File: config.mk
export PLATFORM = sky130hd
export DESIGN_NAME = mac_acc_repack
export DESIGN_NICKNAME = d
export VERILOG_FILES = /design/src/rtl/mac_repack_pkg.sv /design/src/rtl/mac_repack_lane.sv /design/src/rtl/mac_acc_bank.sv /design/src/rtl/mac_repack_ctl.sv /design/src/rtl/mac_acc_repack.sv
export SDC_FILE = /design/constraint.sdc
export NUM_CORES = 1
export LEC_CHECK = 0
export CORE_ASPECT_RATIO = 0.9
export CORE_MARGIN = 3
export CORE_UTILIZATION = 50
export CTS_CLUSTER_SIZE = 28
export DETAILED_ROUTE_END_ITERATION = 8
export PLACE_DENSITY = 0.76
export SYNTH_ARGS = -nofsm -noshare
export SYNTH_HDL_FRONTEND = slang
export SYNTH_SLANG_ARGS = --single-unit
File: constraint.sdc
create_clock -name clk -period 2.5 [get_ports clk]
set_clock_uncertainty 0.1 [all_clocks]
set_input_delay 0.625 -clock clk [delete_from_list [all_inputs] [get_ports clk]]
set_output_delay 0.625 -clock clk [all_outputs]
set_load 0.02 [all_outputs]
File: src/rtl/mac_repack_pkg.sv
package mac_repack_pkg;
  localparam int FRAC_POS = 1;
  localparam int SIGN_POS = 0;

  typedef struct packed {
    logic frac;
    logic sgn;
  } mac_mode_t;
endpackage

File: src/rtl/mac_repack_lane.sv
module mac_repack_lane
  import mac_repack_pkg::*;
#(
  parameter int MAIN_W = 32,
  parameter int EXT_W  = 8,
  localparam int ACC_W = MAIN_W + 2 * EXT_W
) (
  input  logic [ACC_W-1:0] word_in,
  input  mac_mode_t        old_mode,
  input  mac_mode_t        new_mode,
  output logic [ACC_W-1:0] word_out
);
  logic [MAIN_W-1:0] main_v;
  logic [EXT_W-1:0]  low_v;
  logic [EXT_W-1:0]  high_v;
  logic [EXT_W-1:0]  high_fill;

  always_comb begin
    high_v = word_in[ACC_W-1 -: EXT_W];
    if (old_mode.frac) begin
      main_v = word_in[EXT_W +: MAIN_W];
      low_v  = word_in[0 +: EXT_W];
    end else begin
      main_v = word_in[0 +: MAIN_W];
      low_v  = word_in[MAIN_W +: EXT_W];
    end
    high_fill = {EXT_W{new_mode.sgn & low_v[EXT_W-1]}};
    if (new_mode.frac) begin
      word_out = {high_v, main_v, low_v};
    end else begin
      word_out = {high_v | high_fill, low_v, main_v};
    end
  end

  // signed integer layout with a negative low byte fills the high byte
  always_comb begin
    if (!new_mode.frac && new_mode.sgn && low_v[EXT_W-1]) begin
      p_sign_fill_r7: assert (word_out[ACC_W-1 -: EXT_W] == {EXT_W{1'b1}});
    end
  end
endmodule

File: src/rtl/mac_acc_bank.sv
module mac_acc_bank #(
  parameter int NUM_ACC = 4,
  parameter int ACC_W   = 48
) (
  input  logic                       clk,
  input  logic                       rst_n,
  input  logic [NUM_ACC-1:0]         we,
  input  logic [NUM_ACC*ACC_W-1:0]   wdata,
  output logic [NUM_ACC*ACC_W-1:0]   acc_q
);
  for (genvar g = 0; g < NUM_ACC; g++) begin : g_slot
    logic [ACC_W-1:0] slot_q;
    always_ff @(posedge clk) begin
      if (!rst_n) begin
        slot_q <= '0;
      end else if (we[g]) begin
        slot_q <= wdata[g*ACC_W +: ACC_W];
      end
    end
    assign acc_q[g*ACC_W +: ACC_W] = slot_q;
  end

  // no write enable, no change in any accumulator
  p_hold_r3: assert property (@(posedge clk) disable iff (!rst_n)
    (we == '0) |=> $stable(acc_q));
endmodule

File: src/rtl/mac_repack_ctl.sv
module mac_repack_ctl
  import mac_repack_pkg::*;
#(
  parameter int NUM_ACC = 4,
  parameter int STAT_W  = 8,
  parameter bit SERIAL  = 1'b1,
  localparam int IDX_W  = (NUM_ACC > 1) ? $clog2(NUM_ACC) : 1
) (
  input  logic               clk,
  input  logic               rst_n,
  input  logic               stat_wr_valid,
  output logic               stat_wr_ready,
  input  logic [STAT_W-1:0]  stat_wr_data,
  output logic [STAT_W-1:0]  stat_q,
  output logic               busy,
  output mac_mode_t          old_mode,
  output mac_mode_t          new_mode,
  output logic [NUM_ACC-1:0] step_en
);
  localparam logic [IDX_W-1:0] LAST = IDX_W'(NUM_ACC - 1);

  logic      fire;
  logic      change;
  mac_mode_t wr_mode;
  mac_mode_t cur_mode;

  assign wr_mode.frac  = stat_wr_data[FRAC_POS];
  assign wr_mode.sgn   = stat_wr_data[SIGN_POS];
  assign cur_mode.frac = stat_q[FRAC_POS];
  assign cur_mode.sgn  = stat_q[SIGN_POS];
  assign stat_wr_ready = !busy;
  assign fire          = stat_wr_valid && stat_wr_ready;
  assign change        = fire && (wr_mode != cur_mode);
  assign old_mode      = cur_mode;

  if (SERIAL) begin : g_serial
    logic [STAT_W-1:0] pend_q;
    logic [IDX_W-1:0]  idx_q;
    logic              busy_q;
    mac_mode_t         pend_mode;

    assign pend_mode.frac = pend_q[FRAC_POS];
    assign pend_mode.sgn  = pend_q[SIGN_POS];
    assign new_mode       = pend_mode;
    assign busy           = busy_q;

    always_comb begin
      step_en = '0;
      if (busy_q) step_en[idx_q] = 1'b1;
    end

    always_ff @(posedge clk) begin
      if (!rst_n) begin
        stat_q <= '0;
        pend_q <= '0;
        idx_q  <= '0;
        busy_q <= 1'b0;
      end else if (fire) begin
        if (change) begin
          pend_q <= stat_wr_data;
          idx_q  <= '0;
          busy_q <= 1'b1;
        end else begin
          stat_q <= stat_wr_data;
        end
      end else if (busy_q) begin
        idx_q <= idx_q + 1'b1;
        if (idx_q == LAST) begin
          busy_q <= 1'b0;
          stat_q <= pend_q;
        end
      end
    end

    // status holds its old value through every step but the last
    p_stat_hold_r8: assert property (@(posedge clk) disable iff (!rst_n)
      (busy_q && idx_q != LAST) |=> $stable(stat_q));
    // busy ends only after the last accumulator was stepped
    p_busy_end_r8: assert property (@(posedge clk) disable iff (!rst_n)
      $fell(busy_q) |-> ($past(idx_q) == LAST));
  end else begin : g_parallel
    assign new_mode = wr_mode;
    assign busy     = 1'b0;
    assign step_en  = {NUM_ACC{change}};

    always_ff @(posedge clk) begin
      if (!rst_n) begin
        stat_q <= '0;
      end else if (fire) begin
        stat_q <= stat_wr_data;
      end
    end

    // parallel variant updates status on the accepting edge
    p_par_update_r8: assert property (@(posedge clk) disable iff (!rst_n)
      fire |=> (stat_q == $past(stat_wr_data)));
  end
endmodule

File: src/rtl/mac_acc_repack.sv
module mac_acc_repack
  import mac_repack_pkg::*;
#(
  parameter int NUM_ACC = 4,
  parameter int MAIN_W  = 32,
  parameter int EXT_W   = 8,
  parameter int STAT_W  = 8,
  parameter bit SERIAL  = 1'b1,
  localparam int ACC_W  = MAIN_W + 2 * EXT_W,
  localparam int IDX_W  = (NUM_ACC > 1) ? $clog2(NUM_ACC) : 1
) (
  input  logic                     clk,
  input  logic                     rst_n,
  input  logic                     stat_wr_valid,
  output logic                     stat_wr_ready,
  input  logic [STAT_W-1:0]        stat_wr_data,
  output logic [STAT_W-1:0]        stat_q,
  output logic                     busy,
  input  logic                     acc_wr_valid,
  output logic                     acc_wr_ready,
  input  logic [IDX_W-1:0]         acc_wr_idx,
  input  logic [ACC_W-1:0]         acc_wr_data,
  output logic [NUM_ACC*ACC_W-1:0] acc_q
);
  mac_mode_t            old_mode;
  mac_mode_t            new_mode;
  logic [NUM_ACC-1:0]   step_en;
  logic [NUM_ACC-1:0]   we;
  logic [NUM_ACC*ACC_W-1:0] wdata;
  logic                 acc_fire;

  mac_repack_ctl #(
    .NUM_ACC (NUM_ACC),
    .STAT_W  (STAT_W),
    .SERIAL  (SERIAL)
  ) u_ctl (
    .clk           (clk),
    .rst_n         (rst_n),
    .stat_wr_valid (stat_wr_valid),
    .stat_wr_ready (stat_wr_ready),
    .stat_wr_data  (stat_wr_data),
    .stat_q        (stat_q),
    .busy          (busy),
    .old_mode      (old_mode),
    .new_mode      (new_mode),
    .step_en       (step_en)
  );

  assign acc_wr_ready = !busy && !stat_wr_valid;
  assign acc_fire     = acc_wr_valid && acc_wr_ready;

  for (genvar g = 0; g < NUM_ACC; g++) begin : g_lane
    logic [ACC_W-1:0] repacked;
    logic             host_hit;

    mac_repack_lane #(
      .MAIN_W (MAIN_W),
      .EXT_W  (EXT_W)
    ) u_lane (
      .word_in  (acc_q[g*ACC_W +: ACC_W]),
      .old_mode (old_mode),
      .new_mode (new_mode),
      .word_out (repacked)
    );

    assign host_hit = acc_fire && (acc_wr_idx == IDX_W'(g));
    assign we[g]    = host_hit || step_en[g];
    assign wdata[g*ACC_W +: ACC_W] = host_hit ? acc_wr_data : repacked;
  end

  mac_acc_bank #(
    .NUM_ACC (NUM_ACC),
    .ACC_W   (ACC_W)
  ) u_bank (
    .clk   (clk),
    .rst_n (rst_n),
    .we    (we),
    .wdata (wdata),
    .acc_q (acc_q)
  );

  // a pending status write holds accumulator writes back
  p_collide_r10: assert property (@(posedge clk) disable iff (!rst_n)
    stat_wr_valid |-> !acc_wr_ready);
  // no accumulator write lands while a repack is running
  p_busy_block_r9: assert property (@(posedge clk) disable iff (!rst_n)
    busy |-> !acc_fire);
  // an accepted write shows its data unchanged on the next cycle
  p_write_r2: assert property (@(posedge clk) disable iff (!rst_n)
    acc_fire |=> (acc_q[$past(acc_wr_idx)*ACC_W +: ACC_W] == $past(acc_wr_data)));
endmodule

==> results.md <==
- P&R area growth vs syn: 31.4%
- Starting density of the core: 51.7%
- Power Dens Cells: roughly 540 nW/um2
- CP endpoint kind: output port
- Port Buffers: 264
- WL final: roughly 44000 um
- 1st-pass router iterations: 7
- Via count: 12.5k
- Clk buf depth: 3
- Worst skew pair latency: 0.51 ns
- Maxcap violations: 0
- Antenna Nets Post-Route: 0
- WP data required: around 1.8 ns
- Asr flop ratio synth: 0%
- WP data arrival: 1.68 ns
- Initial antenna violation count: 0
- Critical Path, Cell by Cell: clkdlybuf4s50_1
- CP peak stage delay: 0.67 ns
- Ys Warns: 0
- Placed cells: 1907
- CP delay by family, top: buffers and inverters
- Core area: 23700 um2
- Number of setup buffers added after CTS: 0
- Number of synthesized register bits: 211
- Slowest CP cell: clkdlybuf4s50_1
- GRT overflow: 0
- P_leak: about 5.6 nW
- Mapped Cells: around 1.4k
- DRC: 0
- WHS: around 0.39 ns
- Die Width: ~170 um
- First-pass GRT wire length: approximately 67000 um
- Largest net degree at the start of global routing: 85
- EDFF count, synth: 0
- # rows: between 50 and 60
- Post-synth net total: 1512
- Unique masters post-synth: 45
- Power, Total: 8.61 mW
- WL/cell: between 20 and 25 um
- Clk sinks: between 200 and 250
- Hold Path Class: flip-flop to flip-flop
- CTS Hold Bufs: 0
- Via-to-Cell Ratio: 6.42
- Worst path bufs/invs: 1
- Crit Path Class: flip-flop to output port
- CTS tree: yes
- CTS buffer count: 23
- Least-Margin Pin Slew: 0.605 ns
- Seq/Total Area, Yosys: 34.5%
- Vias in the first global route: approximately 11k
- Cell Area, Placed: 15400 um2
- Die height: 154 um
- Final setup TNS: 0 ns
- I/O Pins: 265
- H-tree depth: 1
- Synth Cell Area: 12200 um2
- VDD IR-drop max: 475 uV
- CTS root buffer: clkbuf_16
- Final Setup Violations: 0
- Die area: 26400 um2
- Critical Path Source Type: flip-flop
- Post-DP HPWL: 29200 um
- Final std cells w/o fill: just under 2k
- Syn Area/Cell: ~8.5 um2
- Layout Nets: 1696
- 1st-iter DRT viols: 1993
- Final instance area: 16100 um2
- Final worst path period share: 96.1%
- Max Transition Viols Final: 0
- Critical path fanouts, max: 5
- Clk pin slew, worst setup/hold paths: 0.06 ns
- Top FF cell, synth: dfxtp_1
- Final worst path period need: 2.40 ns
- Share of layout cells above drive strength 1: 16.8%
- Rel. slew slack: 59.5%
- Final Hold Fails: 0
- ANT cells: 0
- Placer Congestion: 0.864
- Outcome: complete, no violations
- Unrepaired setup endpoints after global routing: false
- Fmax: 416 MHz
- Gr usage total: 31.7%
cells by family (layout without fill, tap and decap cells):
logic type | after synthesis | count (layout) | synth area share [%]
flip-flops | 211 | 211 | 34.5
multiplexers | 187 | 187 | 17.0
AND/OR/NAND/NOR | 343 | 343 | 11.6
buffers and inverters | 167 | 364 | 6.13
adder cells (fa/ha/maj) | 4 | 4 | 0.409
AO/OA/AOI/OAI | 531 | 531 | 30.2
XOR/XNOR | 3 | 3 | 0.215
where the power goes:
| group | internal, mW | switching [mW] |
|---|---|---|
| clock network | 1.92 | 1.42 |
| registers | 3.47 | 0.136 |
| logic | 0.717 | 0.941 |
synthesized netlist by cell type, types with 3 or more instances:
cell type / instances / area, um2
a31oi_1: 86 / 538
o211a_1: 8 / 80.1
o21ai_0: 105 / 526
dfxtp_1: 211 / 4220
a211oi_1: 74 / 556
buf_4: 11 / 82.6
a22o_1: 75 / 657
inv_1: 6 / 22.5
o221a_2: 8 / 90.1
nand2_1: 257 / 965
nor2b_1: 13 / 81.3
o21ai_1: 9 / 45.0
o211ai_1: 84 / 631
and3_1: 3 / 18.8
nor3_1: 25 / 125
o22ai_1: 73 / 457
buf_1: 9 / 33.8
nor2_1: 31 / 116
buf_2: 52 / 260
ha_1: 4 / 50.1
clkbuf_1: 86 / 323
mux2i_1: 26 / 260
mux2_2: 161 / 1810
state kept, by name, indices dropped and copies added, names as in the netlist:
| signal | flops |
|---|---|
| u_bank.g_slot.slot_q | 192 |
| u_ctl.g_serial.idx_q | 2 |
| u_ctl.stat_q | 8 |
| u_ctl.busy | 1 |
| u_ctl.g_serial.pend_q | 8 |
worst paths after layout:
kind	cells past startpoint	slack, ns	end	start
min reg2reg	2	0.39	u_bank.g_slot[0].slot_q[46]	u_bank.g_slot[0].slot_q[46]
min	2	0.39	u_bank.g_slot[0].slot_q[46]	u_bank.g_slot[0].slot_q[46]
max	1	0.1	acc_q[56]	u_bank.g_slot[1].slot_q[8]
max reg2reg	6	0.46	u_bank.g_slot[3].slot_q[20]	u_ctl.busy
per-layer routing:
layer	wire [um]	share of wire (%)	track usage [%]	vias up
met5	0	0	0	-
met4	1800	4.1	11.5	0
met3	4990	11	8.13	92
met2	18600	42	46.1	655
met1	18600	42	45.2	5950
li1	-	-	-	5796
per-stage QoR:
stage | worst slack (ns) | util, %
6_report | 0.0974 | 67.9
4_1_cts | 0.00264 | 67.9
5_1_grt | 0.0452 | 67.9
2_1_floorplan | 0.597 | -
3_5_place_dp | -0.141 | 64.8
3_3_place_gp | -0.149 | 64.8
worst min-delay path: stages (launching register included):
cell	delay, ns
dfxtp_1	0.33
nor3_1	0.05
nor2_1	0.08
cell type report:
| class | count | area [um2] |
|---|---|---|
| Fill cell | 1902 | 7600 |
| Multi-Input combinational cell | 1068 | 7300 |
| Timing Repair Buffer | 320 | 3420 |
| Clock buffer | 35 | 702 |
| Tap cell | 302 | 378 |
| Clock inverter | 3 | 18.8 |
| Inverter | 6 | 22.5 |
| Sequential cell | 211 | 4230 |
cell usage in the layout, fill, tap and decap left out, types with 8 or more instances in the layout:
cell type,netlist,routed
a211oi_1,74,74
a22o_1,75,72
a31oi_1,86,86
buf_12,0,28
buf_4,11,28
clkbuf_16,0,24
clkdlybuf4s50_1,0,261
dfxtp_1,211,208
mux2_2,161,161
mux2i_1,26,26
nand2_1,257,257
nor2_1,31,30
nor2b_1,13,11
nor3_1,25,25
o211a_1,8,8
o211ai_1,84,84
o21ai_0,105,105
o21ai_1,9,9
o221a_2,8,8
o22ai_1,73,73
timing repair:
item                       in CTS  in global routing
resized for setup               2                  1
setup endpoints to repair       3                  1
pin swaps                       0                  0
hold endpoints to repair        0                  0
No activity file was read; power rests on OpenSTA's default activity.
